## src/rtl/auxch_pkg.sv

```systemverilog
package auxch_pkg;
    typedef enum logic [1:0] {
        ST_IDLE = 2'd0,
        ST_SYNC = 2'd1,
        ST_SEND = 2'd2,
        ST_WAIT = 2'd3
    } auxch_st_e;

    localparam int SZ_W        = 5;
    localparam int PULSE_W     = 6;
    localparam int FAST_PULSES = 18;
    localparam int BASE_PULSES = 26;
endpackage

```

## src/rtl/auxch_tick.sv

```systemverilog
module auxch_tick #(
    parameter int DIV_W = 8
) (
    input  logic             clk,
    input  logic             rst_n,
    input  logic             clr,
    input  logic             en,
    input  logic [DIV_W-1:0] div,
    output logic             tick
);
    logic [DIV_W-1:0] cnt_d, cnt_q, lim;

    always_comb begin
        lim  = (div == '0) ? DIV_W'(1) : div;
        tick = en && (cnt_q == lim - DIV_W'(1));
        if (clr)
            cnt_d = '0;
        else if (en)
            cnt_d = tick ? '0 : cnt_q + DIV_W'(1);
        else
            cnt_d = cnt_q;
    end

    always_ff @(posedge clk or negedge rst_n) begin
        if (!rst_n) cnt_q <= '0;
        else        cnt_q <= cnt_d;
    end
endmodule

```

## src/rtl/auxch_buf.sv

```systemverilog
module auxch_buf #(
    parameter int NWORDS = 5,
    parameter int IW     = 3,
    parameter int BIW    = 5
) (
    input  logic           clk,
    input  logic           rst_n,
    input  logic           sw_we,
    input  logic [IW-1:0]  sw_idx,
    input  logic [31:0]    sw_data,
    input  logic [IW-1:0]  rd_idx,
    output logic [31:0]    rd_word,
    input  logic           eng_we,
    input  logic [BIW-1:0] eng_idx,
    input  logic [7:0]     eng_data,
    output logic [7:0]     eng_byte
);
    logic [NWORDS-1:0][31:0] mem_d, mem_q;
    logic [BIW-1:0]          eng_word;
    logic [1:0]              eng_lane;

    assign eng_word = eng_idx >> 2;
    assign eng_lane = eng_idx[1:0];

    always_comb begin
        mem_d = mem_q;
        for (int w = 0; w < NWORDS; w++) begin
            if (sw_we && int'(sw_idx) == w)
                mem_d[w] = sw_data;
            else if (eng_we && int'(eng_word) == w)
                mem_d[w][8*(3-int'(eng_lane)) +: 8] = eng_data;
        end
        rd_word  = (int'(rd_idx) < NWORDS) ? mem_q[rd_idx] : '0;
        eng_byte = (int'(eng_word) < NWORDS) ? mem_q[eng_word][8*(3-int'(eng_lane)) +: 8] : '0;
    end

    always_ff @(posedge clk or negedge rst_n) begin
        if (!rst_n) mem_q <= '0;
        else        mem_q <= mem_d;
    end
endmodule

```

## src/rtl/auxch_ctrl.sv

```systemverilog
module auxch_ctrl #(
    parameter int NWORDS   = 5,
    parameter int DIV_W    = 8,
    parameter int TO_SHORT = 400,
    parameter int TO_MID   = 600,
    parameter int TO_MAX   = 1600
) (
    input  logic        clk,
    input  logic        rst_n,
    input  logic        reg_wr,
    input  logic [2:0]  reg_addr,
    input  logic [31:0] reg_wdata,
    output logic [31:0] reg_rdata,
    output logic        irq,
    output logic        line_sync,
    output logic        tx_valid,
    input  logic        tx_ready,
    output logic [7:0]  tx_data,
    output logic        tx_first,
    output logic        tx_last,
    input  logic        rx_valid,
    input  logic [7:0]  rx_data,
    input  logic        rx_bad,
    input  logic        rx_last
);
    import auxch_pkg::*;

    localparam int BYTES = NWORDS * 4;
    localparam int IW    = (NWORDS > 1) ? $clog2(NWORDS) : 1;
    localparam int TMR_W = $clog2(TO_MAX + 1);

    typedef struct packed {
        auxch_st_e          st;
        logic               done;
        logic               to_err;
        logic               rx_err;
        logic               irq_en;
        logic               fast;
        logic               bad;
        logic               irq;
        logic [1:0]         to_sel;
        logic [1:0]         pre;
        logic [SZ_W-1:0]    size;
        logic [SZ_W-1:0]    idx;
        logic [DIV_W-1:0]   div;
        logic [PULSE_W-1:0] pulses;
        logic [TMR_W-1:0]   timer;
    } regs_t;

    regs_t r_d, r_q;

    logic               tick, sw_we, eng_we, size_ok, busy;
    logic [31:0]        word_rd;
    logic [7:0]         eng_byte;
    logic [2:0]         addr_m1;
    logic [PULSE_W-1:0] sync_len;
    logic [TMR_W-1:0]   to_limit;
    logic               unused_bits;

    assign busy        = (r_q.st != ST_IDLE);
    assign addr_m1     = reg_addr - 3'd1;
    assign size_ok     = (reg_wdata[24:20] != '0) && (int'(reg_wdata[24:20]) <= BYTES);
    assign unused_bits = ^{reg_wdata[18:17], reg_wdata[14:8]};

    auxch_tick #(.DIV_W(DIV_W)) u_tick (
        .clk(clk), .rst_n(rst_n), .clr(r_q.st == ST_IDLE),
        .en(r_q.st == ST_SYNC), .div(r_q.div), .tick(tick)
    );

    auxch_buf #(.NWORDS(NWORDS), .IW(IW), .BIW(SZ_W)) u_buf (
        .clk(clk), .rst_n(rst_n),
        .sw_we(sw_we), .sw_idx(addr_m1[IW-1:0]), .sw_data(reg_wdata),
        .rd_idx(addr_m1[IW-1:0]), .rd_word(word_rd),
        .eng_we(eng_we), .eng_idx(r_q.idx), .eng_data(rx_data), .eng_byte(eng_byte)
    );

    always_comb begin
        sync_len = r_q.fast ? PULSE_W'(FAST_PULSES)
                            : PULSE_W'(BASE_PULSES) + PULSE_W'({r_q.pre, 1'b0});
        case (r_q.to_sel)
            2'b00:   to_limit = TMR_W'(TO_SHORT);
            2'b01:   to_limit = TMR_W'(TO_MID);
            default: to_limit = TMR_W'(TO_MAX);
        endcase
    end

    always_comb begin
        r_d      = r_q;
        r_d.irq  = 1'b0;
        sw_we    = 1'b0;
        eng_we   = 1'b0;
        tx_valid = 1'b0;
        case (r_q.st)
            ST_IDLE: begin
                if (reg_wr && reg_addr == 3'd0) begin
                    if (reg_wdata[30]) r_d.done   = 1'b0;
                    if (reg_wdata[28]) r_d.to_err = 1'b0;
                    if (reg_wdata[25]) r_d.rx_err = 1'b0;
                    r_d.irq_en = reg_wdata[29];
                    r_d.to_sel = reg_wdata[27:26];
                    r_d.size   = reg_wdata[24:20];
                    r_d.fast   = reg_wdata[19];
                    r_d.pre    = reg_wdata[16:15];
                    r_d.div    = reg_wdata[DIV_W-1:0];
                    if (reg_wdata[31]) begin
                        r_d.done   = !size_ok;
                        r_d.rx_err = !size_ok;
                        r_d.to_err = 1'b0;
                        r_d.irq    = !size_ok && reg_wdata[29];
                        r_d.bad    = 1'b0;
                        r_d.idx    = '0;
                        r_d.pulses = '0;
                        if (size_ok) r_d.st = ST_SYNC;
                    end
                end else if (reg_wr && reg_addr != 3'd0 && int'(reg_addr) <= NWORDS) begin
                    sw_we = 1'b1;
                end
            end
            ST_SYNC: begin
                if (tick) begin
                    r_d.pulses = r_q.pulses + PULSE_W'(1);
                    if (r_q.pulses == sync_len - PULSE_W'(1)) r_d.st = ST_SEND;
                end
            end
            ST_SEND: begin
                tx_valid = 1'b1;
                if (tx_ready) begin
                    if (r_q.idx == r_q.size - SZ_W'(1)) begin
                        r_d.st    = ST_WAIT;
                        r_d.idx   = '0;
                        r_d.timer = '0;
                    end else begin
                        r_d.idx = r_q.idx + SZ_W'(1);
                    end
                end
            end
            default: begin
                r_d.timer = r_q.timer + TMR_W'(1);
                if (rx_valid) begin
                    eng_we  = (int'(r_q.idx) < BYTES);
                    r_d.bad = r_q.bad || rx_bad;
                    if (int'(r_q.idx) <= BYTES) r_d.idx = r_q.idx + SZ_W'(1);
                    if (rx_last) begin
                        r_d.st     = ST_IDLE;
                        r_d.done   = 1'b1;
                        r_d.size   = r_d.idx;
                        r_d.rx_err = r_d.bad || (int'(r_q.idx) >= BYTES);
                        r_d.irq    = r_q.irq_en;
                    end
                end else if (r_q.timer == to_limit - TMR_W'(1)) begin
                    r_d.st     = ST_IDLE;
                    r_d.done   = 1'b1;
                    r_d.to_err = 1'b1;
                    r_d.irq    = r_q.irq_en;
                end
            end
        endcase
    end

    always_ff @(posedge clk or negedge rst_n) begin
        if (!rst_n) r_q <= '0;
        else        r_q <= r_d;
    end

    always_comb begin
        tx_data   = eng_byte;
        tx_first  = tx_valid && (r_q.idx == '0);
        tx_last   = tx_valid && (r_q.idx == r_q.size - SZ_W'(1));
        line_sync = (r_q.st == ST_SYNC);
        irq       = r_q.irq;
        if (reg_addr == 3'd0)
            reg_rdata = {busy, r_q.done, r_q.irq_en, r_q.to_err, r_q.to_sel, r_q.rx_err,
                         r_q.size, r_q.fast, 2'b00, r_q.pre, 7'd0, 8'(r_q.div)};
        else if (int'(reg_addr) <= NWORDS)
            reg_rdata = word_rd;
        else
            reg_rdata = '0;
    end
endmodule

```

## config.mk

```make
export PLATFORM = sky130hd
export DESIGN_NAME = auxch_ctrl
export DESIGN_NICKNAME = d
export VERILOG_FILES = /design/src/rtl/auxch_pkg.sv /design/src/rtl/auxch_tick.sv /design/src/rtl/auxch_buf.sv /design/src/rtl/auxch_ctrl.sv
export SDC_FILE = /design/constraint.sdc
export NUM_CORES = 1
export LEC_CHECK = 0
export BUFFER_PORTS_ARGS = -buffer_cell sky130_fd_sc_hd__buf_2
export CAP_MARGIN = 20
export CORE_AREA = 2 2 162 164
export CTS_BUF_LIST = sky130_fd_sc_hd__clkbuf_4
export DETAILED_ROUTE_END_ITERATION = 12
export DIE_AREA = 0 0 164 166
export GPL_TIMING_DRIVEN = 0
export PLACE_DENSITY_LB_ADDON = 0.3
export SETUP_SLACK_MARGIN = 0.1
export SKIP_CTS_REPAIR_TIMING = 1
export SLEW_MARGIN = 20
export SYNTH_ARGS = -nofsm -noshare
export SYNTH_HDL_FRONTEND = slang
export SYNTH_SLANG_ARGS = --single-unit
```

## constraint.sdc

```tcl
create_clock -name clk -period 4.15 [get_ports clk]
set_input_delay 0.83 -clock clk [delete_from_list [all_inputs] [get_ports clk]]
set_output_delay 0.83 -clock clk [all_outputs]
set_load 0.02 [all_outputs]
```

# After elaboration in Yosys (flattened, before gate mapping)
# Index checks and enable logic that the tools add are counted.
# word_totals
regBits	216
output_inout_bits	45
wordCells	205
input_bits	50
# op_classes
n_reduce_logical	56
bitwise	3
n_lt_le_gt_ge	9
muxes	73
shifts	3
add_sub_neg	12
n_eq_ne	28
# ops
operator	count
32-bit 2-to-1 mux	15
32-bit binary-select mux with 3-bit select	2
32-bit bitwise mux	5
11-bit one-hot mux with 2 select lines	2
8-bit 2-to-1 mux	5
37-bit 2-to-1 mux	1
6-bit negation with 33-bit output	1
8-bit by 33-bit variable shift with 32-bit output (first input constant)	1
8-bit by 33-bit indexed part select with 32-bit output	1
32-bit by 6-bit indexed part select with 8-bit output	1
5-bit 2-to-1 mux	6
11-bit 2-to-1 mux	2
5-bit AND reduction	4
2-bit nonzero test	10
3-bit equality test (second input constant)	6
1-bit logical AND	18
6-bit 2-to-1 mux	3
1-bit 2-to-1 mux	16
5-bit one-hot mux with 3 select lines	1
2-bit != test (second input constant)	7
2-bit 2-to-1 mux	6
6-bit one-hot mux with 2 select lines	1
4-bit AND reduction	3
11-bit by 1-bit adder with 11-bit output (second input constant)	1
48 further kinds	66

# Logic depth before layout (Yosys ltp)
# Gate-level depths: netlist (run 1).
# logic_depth
depth_word	8
mapped_depth	13
depth_no_buf	10

# By module
# From an unflattened synthesis (run 1), not the netlist that was laid out.
# hier_totals
hier_cells	1555
hier_area_um2	14856.7
# by_module_without_submodules
module	area_each_um2	instances	seq_area_each_um2	cells_each
auxch_buf	10785.3	1	4003.8	1064
auxch_ctrl	3301.9	1	1201.2	405
auxch_tick	769.5	1	200.2	86

# Worst setup path before layout (run 1)
# No wires, ideal clock.
# synth_timing
path_kind	input to output
startpoint	in reg_addr[0]
endpoint	out reg_rdata[15]
path_buffers	4
setup_slack_ns	-0.208
arrival_ns	3.528
cell_stages	10
path_cell_list	clkbuf_1 > buf_1 > inv_1 > ha_1 > ha_1 > and3_1 > clkbuf_1 > clkbuf_1 > a22oi_1 > o21ai_0
# synth_between
elab_chain_cells	6
# synth_rtl
item	line	text
start: declaration	auxch_ctrl.sv:11	input logic [2:0] reg_addr,
3-bit by 1-bit subtractor with 3-bit output	auxch_ctrl.sv:61	assign addr_m1 = reg_addr - 3'd1;
32-bit binary-select mux with 3-bit select	auxch_buf.sv:33	rd_word = (int'(rd_idx) < NWORDS) ? mem_q[rd_idx] : '0;
32-bit 2-to-1 mux (implied by the code)	auxch_buf.sv:33	
32-bit 2-to-1 mux	auxch_buf.sv:33	
32-bit 2-to-1 mux	auxch_ctrl.sv:174	else if (int'(reg_addr) <= NWORDS)
32-bit 2-to-1 mux (*)	auxch_ctrl.sv:171	if (reg_addr == 3'd0)
end: declaration	auxch_ctrl.sv:13	output logic [31:0] reg_rdata,
# Every way passes the cells marked *; elsewhere a longest branch is shown, timed or not. The select of a mux whose other input is x is not followed.

# Worst setup path in the final report (run 1)
# layout_timing
startpoint	reg r_q[25] in the netlist's numbering
endpoint	out tx_data[4]
# layout_between
elab_chain_cells	3
# layout_rtl
item	line	text
start: declaration	auxch_ctrl.sv:50	regs_t r_d, r_q;
start signal: assignment	auxch_ctrl.sv:162	else r_q <= r_d;
2-bit by 2-bit subtractor with 3-bit output	auxch_buf.sv:34	eng_byte = (int'(eng_word) < NWORDS) ? mem_q[eng_word][8*(3-int'(eng_lane)) +: 8] : '0;
32-bit by 6-bit indexed part select with 8-bit output	auxch_buf.sv:34	
8-bit 2-to-1 mux	auxch_buf.sv:34	
end: declaration	auxch_ctrl.sv:18	output logic [7:0] tx_data,
# No other way between the ends.

==> run metrics, run 1 <==
status finished clean; non-filler cells, final 2,091; Post-Route WL 52,700 um; aggregate negative setup slack 0 ns; PortBufs 80; Synth Cell Area 13,900 um2; DR iter-0 viols 2,579; wire per inst 25.2 um; First-pass DRT Iterations 6; Lkg Pwr 6.82 nW; met2 WL post-DR 23,100 um; root buffer cell clkbuf_4; RSZ-0062 raised after global routing true; vias in the first global route 13,557; CP top delay family buffers and inverters; peak supply drop 0.000198 V; NumNets Final 1,789; cell taking the most area after synthesis dfrtp_1; clock transition time at the flip-flop clock pins of the worst setup and hold paths 0.07 ns; Data arrival, critical path 3.27 ns; met1 WL 19,500 um; Antenna Nets Post-Route 0; Die H 166 um; critical path buffer and inverter count 3; Avg Cell Area, Syn 8.81 um2; Sink Count 216; Post-synth top cells 231 x nand2_1, 216 x dfrtp_1, 191 x nor2_1; minimum clock period 4.10 ns; Post-synth EDFFs 0; worst slew margin relative to its limit 20.6%; dominant synthesized flop cell dfrtp_1; worst min path class primary input to async pin; Setup Crit Path Kind register to primary output; Yosys cell types 70; grt total ovfl 0; Core ar. 25,600 um2; Max Root-Sink Buffers 3; Final Total Pwr 4.34 mW; H-tree levels 2; # setup viols final 0; Worst path max stage delay 0.61 ns; WP data required 3.32 ns; Async S/R FF share, synth 100%; Final Hold Fails 0; std cell rows 59; worst-skew pair later-pin latency 0.77 ns; CP endpoint kind primary output; via/cell ratio 6.86; met3 wire length 7450 um; largest net degree at the start of global routing 93; Initial Util 54.1%; initial antenna violation count 3; CTS tree yes; Worst Skew 0.0677 ns; cell breakdown of the critical path clkbuf_1 -> clkbuf_2 -> a221oi_1 -> o31ai_1 -> buf_2; die area 27,200 um2; DR DRC count 0; Layout area overhead 13.5%; Max Used Layer met5; TritonCTS Buffers 60; Yosys warnings 0; routed via count 14,341; highest clock rate 244 MHz; RePlAce Congestion 1.05; Slew Viols, Final 0; Mapped Nets 1,645; global-route wire length before repair 80,100 um; register bit total from synthesis 216; post-synthesis sequential area ratio 39.0%; Cell Count Post-Placement 1,990; gr usage total 38.6%; Worst-Margin Slew 1.17 ns; layout cells sized above 1 17.8%; Startpoint Class register; # Max-Cap Violations 0; DP HPWL 37,200 um; largest cells by area after synthesis dfrtp_1 39%, mux4_2 10%, a21oi_1 6.4%, nand2_1 6.3%, nor2_1 5.2%; CP max stage cell clkbuf_1; DP Area 14,700 um2; Ports 95; Yosys top cell area share 39.0%; Final period util 98.8%; worst-path maximum fanout 10; die boundary width 164 um; Post-Syn Instances 1,573; post-layout util 61.4%; pwr/cell area 276 nW/um2; most common cell in the netlist nand2_1; fin area 15,700 um2
==> worst paths after layout <==
check	start	to	slack, ns	cells after the start
worst max register to register	r_q[25]	u_buf.mem_q[59]	0.19	9
worst max-delay path	r_q[25]	tx_data[4]	0.05	5
max in group asynchronous	rst_n	r_q[28]	3.20	2
min in group clk	reg_wdata[18]	u_buf.mem_q[50]	0.34	3
worst min register to register	r_q[45]	r_q[45]	0.51	1
worst min-delay path	rst_n	u_tick.cnt_q[1]	0.04	1
==> power by group <==
| group | total (mW) | switching [mW] | internal [mW] | leakage [nW] |
|---|---|---|---|---|
| logic | 0.304 | 0.234 | 0.0706 | 3.44 |
| clock network | 1.93 | 0.968 | 0.962 | 0.422 |
| registers | 2.11 | 0.00101 | 2.11 | 2.95 |
==> logic make-up (layout without fill, tap and decap cells) <==
logic type | after synthesis | in the layout | synth area share (%)
AND/OR/NAND/NOR | 559 | 559 | 17.7
AO/OA/AOI/OAI | 484 | 484 | 21.4
flip-flops | 216 | 216 | 39.0
buffers and inverters | 159 | 340 | 4.46
multiplexers | 116 | 116 | 14.2
adder cells (fa/ha/maj) | 22 | 22 | 1.99
XOR/XNOR | 17 | 17 | 1.17
other | 0 | 2 | 0
==> flip-flops by register name (all words and copies together), names as in the netlist <==
signal / cells
r_q: 47
u_buf.mem_q: 160
u_tick.cnt_q: 8
irq: 1
==> cell type report <==
| cell class | instances | area, um2 |
|---|---|---|
| antenna | 2 | 5.00 |
| inverter | 26 | 101 |
| clock inverter | 10 | 45.0 |
| buffer | 132 | 639 |
| tap | 335 | 419 |
| sequential | 216 | 5410 |
| timing repair buffer | 83 | 477 |
| fill | 2205 | 9890 |
| clock buffer | 89 | 668 |
| multi-input combinational | 1198 | 7960 |
==> metrics by stage <==
stage / hold WS, ns / setup WS, ns
after global routing: 0.0684 / 0.0675
after detailed placement: 0.501 / -1.09
after global placement: 0.489 / -1.69
after CTS: 0.0678 / -1.10
after floorplan: 0.460 / 0.146
final: 0.0398 / 0.0509
==> placed cells by master, fill, tap and decap left out, types with 7 or more instances in the layout <==
master	synthesis	layout
nand3_1	30	30
o31ai_1	12	7
a31oi_1	7	7
ha_1	22	22
or3_1	9	9
buf_6	2	8
mux2i_1	46	46
a32oi_1	33	33
a221oi_1	32	30
dfrtp_1	216	215
clkinv_1	3	10
nor4_1	11	11
nand2b_1	9	9
clkbuf_1	119	90
a22oi_1	34	22
inv_1	23	23
nor3b_1	8	7
clkbuf_4	0	94
o21ai_1	4	19
a22oi_2	0	12
xnor2_1	11	11
clkbuf_2	0	16
nor2_1	191	191
and2_1	12	12
nand2_1	231	231
o21ai_0	139	124
mux4_2	64	64
a21oi_1	176	176
and3_1	11	11
buf_2	5	81
nor2b_1	17	17
==> per-layer routing <==
layer | GRT usage (%) | vias to the layer above
li1 | - | 6066
met1 | 52.1 | 6809
met2 | 56.3 | 1212
met3 | 12.1 | 252
met4 | 19.0 | 2
met5 | 0 | -
(Power assumes the default switching activity.)
==> inputs of run 2 (changes only) <==
Settings changed: CORE_AREA 2 2 162 164 to 2 2 179 181, DIE_AREA 0 0 164 166 to 0 0 181 183.
==> run 2 against run 1 <==
Effect of this change: clock-buffer cell count did not move; clock power rose by 7%; first-iteration DRC count fell by 25%; sequential share of layout area fell by 0.34 points; combinational power barely moved; design area rose by 0.95%; via count fell by 1.2%.
==> run metrics, run 2 (synthesis results as in run 1) <==
clock share of power 46.2%; vias in the first global route 13,509; initial antenna violation count 1; peak supply drop 0.000200 V; dpl ws -1.20 ns; register area 5410 um2; Lkg Pwr 6.87 nW; Setup Crit Path Kind register to primary output; Layout area overhead 14.5%; layout cells sized above 1 17.9%; CP top delay family buffers and inverters; grt total ovfl 0; Max Root-Sink Buffers 3; Die H 183 um; Ports 95; Post-Route WL 54,500 um; Worst R2R Start r_q[25]; Data arrival, critical path 3.22 ns; Startpoint Class register; fin worst setup slack 0.0953 ns; Worst Skew 0.0827 ns; commonest cells after routing, fill and taps aside 231 x nand2_1, 215 x dfrtp_1, 191 x nor2_1; sequential fraction of design power 47.0%; Slew Viols, Final 0; Worst-Margin Slew 1.05 ns; wire per inst 25.1 um; TritonCTS Buffers 61; die boundary width 181 um; clock transition time at the flip-flop clock pins of the worst setup and hold paths 0.08 ns; CP endpoint kind primary output; # fillers 3,036; via/cell ratio 6.53; pwr/cell area 282 nW/um2; # Max-Cap Violations 0; gr usage total 32.7%; Sw Share 28.1%; most flop-heavy register u_buf.mem_q; Core ar. 31,200 um2; CP max stage cell o31ai_2; RSZ-0062 raised after global routing true; DP HPWL 38,600 um; PortBufs 80; DR DRC count 0; max FFs per register 160; multi-input logic area 7950 um2; worst-path maximum fanout 10; Final period util 97.7%; std cell rows 65; routed via count 14,172; H-tree levels 2; cell-internal power 3.22 mW; critical path buffer and inverter count 4; Worst Setup SP r_q[27]; Initial Util 44.4%; highest clock rate 247 MHz; cell breakdown of the critical path buf_6 -> nor3b_4 -> clkbuf_2 -> clkbuf_4 -> a221oi_1 -> o31ai_2 -> buf_2; minimum clock period 4.05 ns; NumNets Final 1,788; fin area 15,900 um2; Top Registers u_buf.mem_q x160, r_q x47, u_tick.cnt_q x8; sw power 1.26 mW; CTS tree yes; aggregate negative setup slack 0 ns; commonest non-fill, non-tap cell in the layout nand2_1; RePlAce Congestion 1.01; root buffer cell clkbuf_4; Antenna Nets Post-Route 0; status finished clean; die area 33,100 um2; combinational share of power 6.8%; worst-skew pair later-pin latency 0.78 ns; Worst path max stage delay 0.42 ns; First-pass DRT Iterations 9; worst min path class primary input to async pin; global-route wire length before repair 82,500 um; largest net degree at the start of global routing 85; worst slew margin relative to its limit 29.1%; DP Area 14,800 um2; # setup viols final 0; Final Total Pwr 4.48 mW; Sink Count 216; DR iter-0 viols 1,929; WP data required 3.32 ns; Final Hold Fails 0; reg2reg setup slack 0.32 ns
run 2: cell types whose count changed in the layout (fill, tap and decap cells not counted), sizes merged:
cell	previous run	this run
inv	23	25
clkbuf	200	199
buf	104	103
clkinvlp	3	0
bufinv	0	1
clkinv	10	25
diode	2	1
run 2: layer usage:
metal	GRT usage (%)	routed length [um]
met3	10.2	7340
met2	48.9	23500
met1	43.7	21200
met5	0	0
met4	15.0	2450
run 2: power by group through the flow:
stage	clock [mW]	sequential [mW]	combinational [mW]
finish	2.07	2.11	0.305
global route	2.20	2.10	0.319
CTS	2.10	2.11	0.279
detailed placement	0	2.15	0.279
global placement	0	2.15	0.268
floorplan	0	2.15	0.105
run 2: metrics by stage:
step / utilization, % / std cells / hold WS [ns]
floorplan: - / 1573 / 0.460
global placement: 47.3 / 2055 / 0.494
detailed placement: 47.5 / 2057 / 0.501
CTS: 50.0 / 2171 / 0.0140
global route: 50.8 / 2170 / 0.0616
finish: 50.8 / 2170 / 0.0446
run 2: path summary, 6_finish.rpt:
kind,end,depth (start not counted)
worst max-delay path,tx_data[6],7
worst min-delay path,u_buf.mem_q[96],1
worst max register to register,u_buf.mem_q[95],9
worst min register to register,r_q[36],2
max in group asynchronous,u_buf.mem_q[4],2
min in group clk,u_buf.mem_q[8],3
run 2: area by class of cell:
type	instances	share of cell area [%]
Clock inverter	25	0.804
Inverter	26	0.615
Tap cell	402	3.17
Buffer	131	4.09
Sequential cell	216	34.1
Multi-Input combinational cell	1198	50.1
Antenna cell	1	0.0158
Timing Repair Buffer	82	2.93
Clock buffer	89	4.21
==> inputs of run 3 (changes only) <==
Settings changed: BUFFER_PORTS_ARGS -buffer_cell sky130_fd_sc_hd__buf_2 to unset, CORE_AREA 2 2 179 181 to 2 2 239 241, CTS_CLUSTER_DIAMETER set to 80, DIE_AREA 0 0 181 183 to 0 0 241 243, DONT_BUFFER_PORTS set to 1.
==> run 3 against run 2 <==
Effect of this change: the flow now finishes with violations (hold timing); critical path depth is 2 lower; flip-flop and latch count stayed put; sequential power hardly changed; clock skew is 0.022 ns lower; register-to-register slack worse by 0.02 ns; global-route usage is 12 points lower.
==> run metrics, run 3 (synthesis results as in run 1) <==
worst min path class primary input to async pin; RSZ-0062 raised after global routing true; worst-skew pair later-pin latency 0.82 ns; Top Registers u_buf.mem_q x160, r_q x47, u_tick.cnt_q x8; Worst Skew 0.0610 ns; Layout area overhead 17.3%; aggregate negative setup slack 0 ns; NumNets Final 1,714; post-layout util 29.0%; Initial Util 24.8%; # fillers 6,051; Sink Count 216; minimum clock period 4.03 ns; Final Hold Fails 216; std cell rows 87; routed via count 13,772; met2 WL post-DR 26,800 um; Final period util 97.0%; Worst R2R Start r_q[25]; Startpoint Class register; vias in the first global route 13,088; Min Hold Slack -0.234 ns; sw power 1.26 mW; worst slew margin relative to its limit 37.4%; reg2reg setup slack 0.30 ns; largest net degree at the start of global routing 217; most flop-heavy register u_buf.mem_q; # Max-Cap Violations 0; PortBufs 0; Reg2Reg Capture Point u_buf.mem_q[90]; met1 WL 25,300 um; die area 58,600 um2; DP HPWL 43,300 um; pwr/cell area 286 nW/um2; max FFs per register 160; Slew Viols, Final 0; commonest non-fill, non-tap cell in the layout nand2_1; via/cell ratio 5.62; Post-Route WL 61,400 um; commonest cells after routing, fill and taps aside 231 x nand2_1, 215 x dfrtp_1, 182 x nor2_1; WP data required 3.32 ns; DR DRC count 0; initial antenna violation count 1; Setup Crit Path Kind register to primary output; cell-internal power 3.38 mW; combinational share of power 4.8%; dpl ws -1.27 ns; Final Total Pwr 4.64 mW; met3 wire length 7190 um; violated checks hold timing; Ports 95; Worst-Margin Slew 0.926 ns; clock transition time at the flip-flop clock pins of the worst setup and hold paths 0.07 ns; Antenna Nets Post-Route 0; highest clock rate 248 MHz; DR iter-0 viols 1,586; peak supply drop 0.000128 V; Max Root-Sink Buffers 3; # setup viols final 0; die boundary width 241 um; RePlAce Congestion 0.925; layout cells sized above 1 17.1%; gr usage total 20.8%; sequential fraction of design power 45.4%; Die H 243 um; wire per inst 25.1 um; DP Area 14,800 um2; H-tree levels 3; clock share of power 49.8%; CTS tree yes; First-pass DRT Iterations 8; status finished, violations left; root buffer cell clkbuf_4; global-route wire length before repair 89,700 um; CP endpoint kind primary output; TritonCTS Buffers 69; grt total ovfl 0; fin area 16,200 um2; Core ar. 56,000 um2; Data arrival, critical path 3.20 ns; Lkg Pwr 6.61 nW; Worst Reg2Reg Path Length in Cells 9; fin worst setup slack 0.123 ns; worst-path maximum fanout 10; Sw Share 27.1%; Max Used Layer met4
==> run 3: cell count changes in the layout (fill, tap and decap cells not counted), sizes merged <==
cell      delta
clkinvlp     +2
diode        +1
clkbuf       +9
inv          +1
bufinv       +1
buf         -80
clkinv       -9
==> run 3: how the worst max path moves through the flow <==
stage          depth (start not counted)       endpoint        start
3_5_place_dp                           9   reg_rdata[2]  reg_addr[0]
4_1_cts                                6     tx_data[4]      r_q[28]
5_1_grt                                9  reg_rdata[17]  reg_addr[0]
3_3_place_gp                           9   reg_rdata[2]  reg_addr[0]
6_report                               5     tx_data[6]      r_q[25]
2_1_floorplan                          9   reg_rdata[2]  reg_addr[0]
==> run 3: worst max-delay path, cell delays in order, from the launching register on <==
cell	delay [ns]
dfrtp_1	0.63
clkbuf_1	0.58
clkbuf_2	0.52
a221oi_1	0.09
or3_1	0.44
o31ai_4	0.16
==> run 3: through the flow <==
step                hold slack [ns]  instances
floorplan                     0.460       1573
global placement              0.493       2329
detailed placement            0.499       2329
CTS                          -0.306       2449
global route                 -0.304       2448
finish                       -0.234       2449
==> run 3: layout make-up <==
class	instances	area, um2	share of cell area, %
Multi-Input combinational cell	1198	8280	51.0
Tap cell	756	946	5.82
Clock buffer	100	751	4.62
Inverter	26	97.6	0.601
Sequential cell	216	5410	33.3
Antenna cell	2	5.00	0.0308
Clock inverter	20	135	0.832
Buffer	131	626	3.85
==> run 3: metal layers <==
layer,GRT usage (%),vias to the layer above
li1,-,5933
met1,27.7,6852
met2,30.5,837
met3,7.56,150
met4,7.86,0
met5,0,-
==> run 3: power by group through the flow <==
stage	logic [mW]	registers (mW)	clock network (mW)
after global placement	0.187	2.15	0
after detailed placement	0.188	2.15	0
after floorplan	0.105	2.15	0
final	0.221	2.11	2.31
after global routing	0.225	2.11	2.48
after CTS	0.189	2.11	2.35
